===== config.mk =====
export PLATFORM = sky130hd
export DESIGN_NAME = usb_suspend_detect
export DESIGN_NICKNAME = d
export VERILOG_FILES = /design/src/rtl/usbsr_pkg.sv /design/src/rtl/usbsr_idle_timer.sv /design/src/rtl/usbsr_link_fsm.sv /design/src/rtl/usbsr_status_regs.sv /design/src/rtl/usb_suspend_detect.sv
export SDC_FILE = /design/constraint.sdc
export NUM_CORES = 1
export LEC_CHECK = 0
export BUFFER_PORTS_ARGS = -buffer_cell sky130_fd_sc_hd__buf_2
export CAP_MARGIN = 20
export CELL_PAD_IN_SITES_DETAIL_PLACEMENT = 2
export CELL_PAD_IN_SITES_GLOBAL_PLACEMENT = 2
export CORE_MARGIN = 2
export CORE_UTILIZATION = 34
export CTS_BUF_LIST = sky130_fd_sc_hd__clkbuf_16
export DETAILED_ROUTE_END_ITERATION = 6
export GPL_ROUTABILITY_DRIVEN = 0
export PLACE_DENSITY_LB_ADDON = 0.1
export SYNTH_ARGS = -nofsm -noshare
export SYNTH_HDL_FRONTEND = slang
export SYNTH_HIERARCHICAL = 1
export SYNTH_SLANG_ARGS = --single-unit

===== constraint.sdc =====
create_clock -name clk -period 2.6 [get_ports clk]
set_clock_uncertainty 0.05 [all_clocks]
set_input_delay 0.52 -clock clk [delete_from_list [all_inputs] [get_ports clk]]
set_output_delay 0.52 -clock clk [all_outputs]
set_load 0.02 [all_outputs]

===== src/rtl/usbsr_pkg.sv =====
package usbsr_pkg;
  typedef enum logic [1:0] {
    LS_ACTIVE   = 2'd0,
    LS_SUSP     = 2'd1,
    LS_RESUMING = 2'd2
  } link_st_t;
endpackage


===== src/rtl/usbsr_idle_timer.sv =====
module usbsr_idle_timer #(
  parameter int unsigned LIMIT = 36000
) (
  input  logic clk,
  input  logic rst_n,
  input  logic run,
  input  logic idle,
  output logic expire
);
  localparam int unsigned CW = $clog2(LIMIT + 1);
  localparam logic [CW-1:0] LIM_C = CW'(LIMIT);

  logic [CW-1:0] cnt;

  assign expire = run && idle && (cnt == LIM_C);

  always_ff @(posedge clk) begin
    if (!rst_n)              cnt <= '0;
    else if (!run || !idle)  cnt <= '0;
    else if (cnt != LIM_C)   cnt <= cnt + 1'b1;
  end

  assert_count_restart_R3: assert property (@(posedge clk) disable iff (!rst_n)
    !idle |=> (cnt == '0));
endmodule


===== src/rtl/usbsr_link_fsm.sv =====
module usbsr_link_fsm
  import usbsr_pkg::*;
(
  input  logic clk,
  input  logic rst_n,
  input  logic line_k,
  input  logic expire,
  output logic active,
  output logic suspended,
  output logic link_event,
  output logic resume_seen
);
  link_st_t st, st_nxt;

  always_comb begin
    st_nxt      = st;
    link_event  = 1'b0;
    resume_seen = 1'b0;
    unique case (st)
      LS_ACTIVE: if (expire) begin
        st_nxt = LS_SUSP; link_event = 1'b1;
      end
      LS_SUSP: if (line_k) begin
        st_nxt = LS_RESUMING; link_event = 1'b1; resume_seen = 1'b1;
      end
      LS_RESUMING: if (!line_k) begin
        st_nxt = LS_ACTIVE; link_event = 1'b1;
      end
      default: st_nxt = LS_ACTIVE;
    endcase
  end

  always_ff @(posedge clk) begin
    if (!rst_n) st <= LS_ACTIVE;
    else        st <= st_nxt;
  end

  assign active    = (st == LS_ACTIVE);
  assign suspended = (st != LS_ACTIVE);

  assert_enter_from_expire_R2: assert property (@(posedge clk) disable iff (!rst_n)
    (st == LS_SUSP && $past(st) == LS_ACTIVE) |-> $past(expire));
endmodule


===== src/rtl/usbsr_status_regs.sv =====
module usbsr_status_regs (
  input  logic clk,
  input  logic rst_n,
  input  logic link_event,
  input  logic resume_seen,
  input  logic fw_clken_set,
  input  logic fw_clken_clr,
  input  logic fw_resume_clr,
  input  logic fw_pend_clr,
  output logic resume_flag,
  output logic irq_pulse,
  output logic irq_pending,
  output logic usb_clk_gate
);
  logic clk_en;

  always_ff @(posedge clk) begin
    if (!rst_n) begin
      resume_flag <= 1'b0;
      irq_pulse   <= 1'b0;
      irq_pending <= 1'b0;
      clk_en      <= 1'b1;
    end else begin
      irq_pulse <= link_event;
      if (resume_seen)        resume_flag <= 1'b1;
      else if (fw_resume_clr) resume_flag <= 1'b0;
      if (link_event)         irq_pending <= 1'b1;
      else if (fw_pend_clr)   irq_pending <= 1'b0;
      if (fw_clken_set)       clk_en <= 1'b1;
      else if (fw_clken_clr)  clk_en <= 1'b0;
    end
  end

  assign usb_clk_gate = ~clk_en;

  assert_pulse_sets_pending_R7: assert property (@(posedge clk) disable iff (!rst_n)
    irq_pulse |-> irq_pending);
  assert_gate_needs_clear_R8: assert property (@(posedge clk) disable iff (!rst_n)
    $rose(usb_clk_gate) |-> $past(fw_clken_clr) && !$past(fw_clken_set));
endmodule


===== src/rtl/usb_suspend_detect.sv =====
module usb_suspend_detect #(
  parameter int unsigned IDLE_LIMIT = 36000
) (
  input  logic clk,
  input  logic rst_n,
  input  logic line_j,
  input  logic line_k,
  input  logic bus_act,
  input  logic fw_clken_set,
  input  logic fw_clken_clr,
  input  logic fw_resume_clr,
  input  logic fw_pend_clr,
  output logic suspend,
  output logic resume_flag,
  output logic irq_pulse,
  output logic irq_pending,
  output logic usb_clk_gate
);
  logic idle, expire, active, link_event, resume_seen;

  assign idle = line_j && !line_k && !bus_act;

  usbsr_idle_timer #(.LIMIT(IDLE_LIMIT)) timer_i (
    .clk(clk), .rst_n(rst_n), .run(active), .idle(idle), .expire(expire)
  );

  usbsr_link_fsm fsm_i (
    .clk(clk), .rst_n(rst_n), .line_k(line_k), .expire(expire),
    .active(active), .suspended(suspend),
    .link_event(link_event), .resume_seen(resume_seen)
  );

  usbsr_status_regs regs_i (
    .clk(clk), .rst_n(rst_n), .link_event(link_event), .resume_seen(resume_seen),
    .fw_clken_set(fw_clken_set), .fw_clken_clr(fw_clken_clr),
    .fw_resume_clr(fw_resume_clr), .fw_pend_clr(fw_pend_clr),
    .resume_flag(resume_flag), .irq_pulse(irq_pulse),
    .irq_pending(irq_pending), .usb_clk_gate(usb_clk_gate)
  );

  assert_suspend_irq_R2: assert property (@(posedge clk) disable iff (!rst_n)
    $rose(suspend) |-> irq_pulse);
  assert_resume_irq_R4: assert property (@(posedge clk) disable iff (!rst_n)
    $rose(resume_flag) |-> irq_pulse && suspend);
  assert_wake_irq_R5: assert property (@(posedge clk) disable iff (!rst_n)
    $fell(suspend) |-> irq_pulse);
  assert_k_ignored_R9: assert property (@(posedge clk) disable iff (!rst_n)
    (!suspend && line_k) |=> !irq_pulse);
endmodule


# After elaboration in Yosys (flattened, before gate mapping)
# Index checks and enable logic that the tools add are counted.
# word_totals
in_bits	9
ff_bits	22
output_inout_bits	5
# op_classes
n_bitwise	2
reduce_logical	16
n_mux	13
n_addsub	1
n_eq_ne	7
# ops
operator	n
16-bit by 1-bit adder with 16-bit output (second input constant)	1
16-bit == test (second input constant)	1
16-bit != test (second input constant)	1
1-bit 2-to-1 mux	8
2-bit 2-to-1 mux	3
2-bit != test (second input constant)	3
2-bit case mux with 3 select lines	1
2-bit nonzero test	3
1-bit logical AND	4
1-bit zero test	4
2-bit OR reduction	2
1-bit case mux with 3 select lines	1
3-bit AND reduction	1
2-bit by 1-bit == test with 1-bit output (second input constant)	1
2-bit == test (second input constant)	1
2-bit zero test	1
1-bit NOT	2
1-bit logical OR	1

# Longest topological paths before layout
# depth
depth_word	8
depth_mapped	8

# Hierarchy
# The synthesis kept the hierarchy.
# modules_own_cells
mod	cells_each	n_inst	seq_area_each_um2	area_each_um2
usbsr_idle_timer	96	1	320.3	834.6
usbsr_status_regs	12	1	80.1	143.9
usbsr_link_fsm	13	1	40.0	112.6
usb_suspend_detect	1	1	0.0	12.5

# Worst setup path before layout
# Ideal clock, no wire load.
# synth_path
path_type	reg2reg
from	register timer_i.cnt[0]
to	register regs_i.irq_pulse
required_time_ps	2491
setup_slack_ps	650
path_stages_with_launch	9
arrival_time_ps	1841
setup_time_ps	59
cell_sequence	dfxtp_1 > inv_1 > ha_1 > or3b_2 > nor4_4 > and3_1 > nor3_1 > a211oi_1 > and2_1
# synth_via
elab_chain_len	4
# synth_rtl
item	line_no	text
start, declared	usbsr_idle_timer.sv:13	logic [CW-1:0] cnt;
start signal, assigned	usbsr_idle_timer.sv:20	else if (cnt != LIM_C) cnt <= cnt + 1'b1;
16-bit == test	usbsr_idle_timer.sv:15	assign expire = run && idle && (cnt == LIM_C);
1-bit logical AND	usbsr_idle_timer.sv:15	
via expire	usb_suspend_detect.sv:19	logic idle, expire, active, link_event, resume_seen;
1-bit 2-to-1 mux	usbsr_link_fsm.sv:20	LS_ACTIVE: if (expire) begin
1-bit case mux with 3 select lines	usbsr_link_fsm.sv:19	unique case (st)
via link_event	usb_suspend_detect.sv:19	
end signal, assigned	usbsr_status_regs.sv:24	irq_pulse <= link_event;
end, declared	usbsr_status_regs.sv:11	output logic irq_pulse,
# The timed path passes the listed nets, and every way through them passes these cells.
# A chain may end at the register's enable or synchronous reset.

# Worst setup path after layout
# layout_path
from	register timer_i.cnt[0]
to	register regs_i.irq_pending
# layout_via
elab_chain_len	5
# layout_rtl
item	line_no	text
16-bit == test *	usbsr_idle_timer.sv:15	
1-bit logical AND *	usbsr_idle_timer.sv:15	
via expire	usb_suspend_detect.sv:19	
1-bit 2-to-1 mux *	usbsr_link_fsm.sv:20	
1-bit case mux with 3 select lines *	usbsr_link_fsm.sv:19	
via link_event	usb_suspend_detect.sv:19	
1-bit 2-to-1 mux / 2-bit nonzero test (equally long branches)	-	
end signal, assigned	usbsr_status_regs.sv:21	irq_pending <= 1'b0;
end signal, assigned	usbsr_status_regs.sv:27	if (link_event) irq_pending <= 1'b1;
end signal, assigned	usbsr_status_regs.sv:28	else if (fw_pend_clr) irq_pending <= 1'b0;
end, declared	usbsr_status_regs.sv:12	output logic irq_pending,
# The timed path passes the listed nets; every way through them passes the cells marked *.

==> summary.md <==
| Metric | Value |
|---|---|
| Xor/xnor share of the synthesized area | `0.02381` |
| Layout cells sized above 1 | `0.1812` |
| I/O pin count | `14` |
| Synth Instances | `122` |
| Buffers on Ports | `13` |
| Pre-antenna DRT Iters | `3` |
| RSZ-0062 raised after global routing | `false` |
| CP Cell Sequence | `inv_1 > ha_1 > or3b_2 > nor4_4 > and3_1 > nor3_1 > a211oi_1 > o21a_1` |
| Dpl hpwl | `2205 um` |
| Clock-pin slew on the worst setup and hold paths | `60 ps` |
| VDD IR max | `0.1981 mV` |
| Post-Syn Area | `1104 um^2` |
| Post-Route WL | `3130 um` |
| Post-synthesis cell type count | `37` |
| DIE AREA | `3717 um^2` |
| Reg-to-Reg Start | `timer_i/cnt[0]` |
| Syn Nets | `133` |
| Wire per inst | `17.20 um` |
| Synth Area in Compound Gates | `0.1054` |
| Synthesized area per cell | `9.046 um^2` |
| Worst-path maximum fanout | `6` |
| Area leader, netlist | `dfxtp_1` |
| Lkg Pwr | `0.4465 nW` |
| Clock Tree Buf Depth | `2` |
| Area of the core | `3078 um^2` |
| Vias | `981` |
| Startpoint type of the worst setup path | `register` |
| Critical Path End | `regs_i/irq_pending` |
| CTS Buf Count | `3` |
| Flops & latches, synth | `22` |
| Overall power | `0.0006942 W` |
| CP Class | `register to register` |
| Post-synthesis sequential area ratio | `0.3991` |
| CTS root buf | `clkbuf_16` |
| # clock sinks | `22` |
| Worst Setup SP | `timer_i/cnt[0]` |
| Final hold vios | `0` |
| Tot GR Track Use | `0.1975` |
| Total gr overflow | `0` |
| Row cnt | `20` |
| First-pass GRT wire length | `5313 um` |
| N_diodes | `0` |
| Status | `finished clean` |
| CTS tree | `yes` |
| H-tree lvl count | `1` |
| Die height | `60.97 um` |
| Top-area cell type share of the netlist area | `0.3991` |
| CTS Hold Bufs | `0` |
| CP max-delay cell | `or3b_2` |
| Worst relative slew slack | `0.6116` |
| Synth Area in Simple Gates | `0.3481` |
| DR vias/cell | `5.390` |
| Endpoints failing setup | `0` |
| Slew Limit Fails | `0` |
| Die width | `60.97 um` |
| Post-route minimum period | `2336 ps` |
| Vias in the first global route | `1090` |
| CP endpoint kind | `register` |
| Ys Warns | `6` |
| Initial antenna violation count | `0` |
| Layout area overhead | `18.03%` |
| Largest cells by area after synthesis | `dfxtp_1 (40%), mux2i_1 (6.3%), nand2_1 (4.4%), nand2b_1 (2.8%), nor4_1 (2.8%)` |
| Hold Path Class | `input port to register` |
| Synth Area in Adders | `0.02268` |
| Setup TNS | `0 ps` |
| Cells resized by post-CTS repair | `0` |
| Critical Path AT | `2490 ps` |
| Post-synthesis mux area share | `0.06349` |
| Filler cell count | `381` |
| DR DRC count | `0` |
| Number of DRC markers in iteration 0 | `31` |
| Fmax | `428.1 MHz` |
| Postcts setup bufs | `0` |
| Max-Cap Viols | `0` |
| Largest net degree at the start of global routing | `15` |
| CP max stage delay | `500 ps` |
| Pin slew with the least headroom to its limit | `580.9 ps` |
| Period utilization | `0.8984` |
| Reg2Reg Setup Slack | `260 ps` |
| R2R Path End | `regs_i/irq_pending` |
| Nets | `150` |
| Clock Latency Late Sink | `260 ps` |
| Crit path required time | `2750 ps` |
| Antenna-violating nets left | `0` |
| Power per cell area | `533.0 nW/um^2` |
| Initial Util | `0.3585` |
| Reg2reg path depth | `8` |
| Largest family of logic cells by synthesized area | `simple AND/OR/NAND/NOR gates` |
-- per-layer routing --
layer	share of wire	global-route usage
met1	0.48	0.2474
met2	0.50	0.3533
met3	0.013	0.02559
met4	0.010	0.05590
met5	0	0
-- critical path, delay by kind of cell (launching register included) --
kind / cells / cell delay (ps)
flip-flops: 1 / 370
AND/OR/NAND/NOR: 4 / 1090
AO/OA/AOI/OAI: 2 / 500
adder cells (fa/ha/maj): 1 / 160
buffers and inverters: 1 / 120
-- cell usage in the layout (no fill, tap or decap), types with 2 or more instances in the layout --
cell and n:
o21a_1 2, o31ai_1 4, nand2b_1 5, nand4_1 4, or3_1 3, nor2_1 2
inv_1 8, or4_1 3, xor2_1 3, buf_2 13, nand3_1 6, and3_1 4
clkinv_1 2, a21oi_1 6, nor4_1 5, nand2_1 13, dfxtp_1 22, clkbuf_16 3
mux2i_1 7, nor2b_4 2, o21ai_0 2, ha_1 2
-- state kept, by name, indices dropped and copies added (netlist names) --
register and count:
fsm_i/st 2, regs_i/irq_pulse 1, regs_i/irq_pending 1, regs_i/clk_en 1, regs_i/resume_flag 1, timer_i/cnt 16
-- cells by family after synthesis --
| family | count (synthesis) |
|---|---|
| AND/OR/NAND/NOR | 59 |
| flip-flops | 22 |
| AO/OA/AOI/OAI | 18 |
| buffers and inverters | 11 |
| multiplexers | 7 |
| XOR/XNOR | 3 |
| adder cells (fa/ha/maj) | 2 |
-- Yosys cell counts --
library cell / instances
and2_1: 1
o21ai_0: 2
nor4_1: 5
nor3b_2: 1
or4_2: 1
clkinv_1: 1
nand4b_1: 1
xor2_1: 3
o31ai_1: 4
and3_1: 4
o22ai_1: 1
nand3_1: 6
or4_1: 3
mux2i_1: 7
nand4_1: 4
nand2b_1: 5
inv_1: 8
nor2b_1: 1
or3_1: 3
nand2_1: 13
o211ai_1: 1
or4b_4: 1
nor2b_4: 2
dfxtp_1: 22
or4b_1: 1
nor2b_2: 1
nor2_1: 2
or3b_2: 1
ha_1: 2
a21oi_1: 6
nor4_4: 1
o21a_1: 2
or2_1: 1
a211oi_1: 1
o211a_1: 1
nor3_1: 1
clkbuf_1: 2
-- power breakdown --
| part | leakage [nW] | internal [W] | switching, W | total, W |
|---|---|---|---|---|
| Clock | 0.0385 | 0.000206 | 0.000128 | 0.000333 |
| Combinational | 0.231 | 0.00000855 | 0.0000132 | 0.0000217 |
| Sequential | 0.177 | 0.000338 | 0.00000105 | 0.000339 |
-- final cells by class --
cell class              count  area (um^2)  area share
clock buffers               3        75.07     0.05764
clock inverters             1        3.754    0.002882
inverters                   9        33.78     0.02594
multi-input cells          89        621.8      0.4774
flip-flops and latches     22        440.4      0.3381
well taps                  44        55.05     0.04227
repair buffers             14        72.57     0.05572
-- per-stage QoR --
stage	instance area, um^2	std cells	utilization	setup slack, ps	hold slack (ps)
global placement	1224	178	0.3976	509.3	414.4
global route	1303	182	0.4232	121.1	415.0
finish	1303	182	0.4232	264.1	406.5
CTS	1303	182	0.4232	219.7	408.0
detailed placement	1224	178	0.3976	323.8	431.4
floorplan	1104	122	-	649.7	392.6
-- worst min-delay path by stage --
stage	start	endpoint	slack [ps]	cells past startpoint
final	fw_clken_clr	regs_i/clk_en	410	2
after global placement	timer_i/cnt[15]	timer_i/cnt[15]	410	2
after detailed placement	timer_i/cnt[15]	timer_i/cnt[15]	430	2
after global routing	fw_clken_clr	regs_i/clk_en	410	2
after floorplan	timer_i/cnt[15]	timer_i/cnt[15]	390	2
after CTS	fw_clken_clr	regs_i/clk_en	410	2
Power figures use the tool's default switching activity.
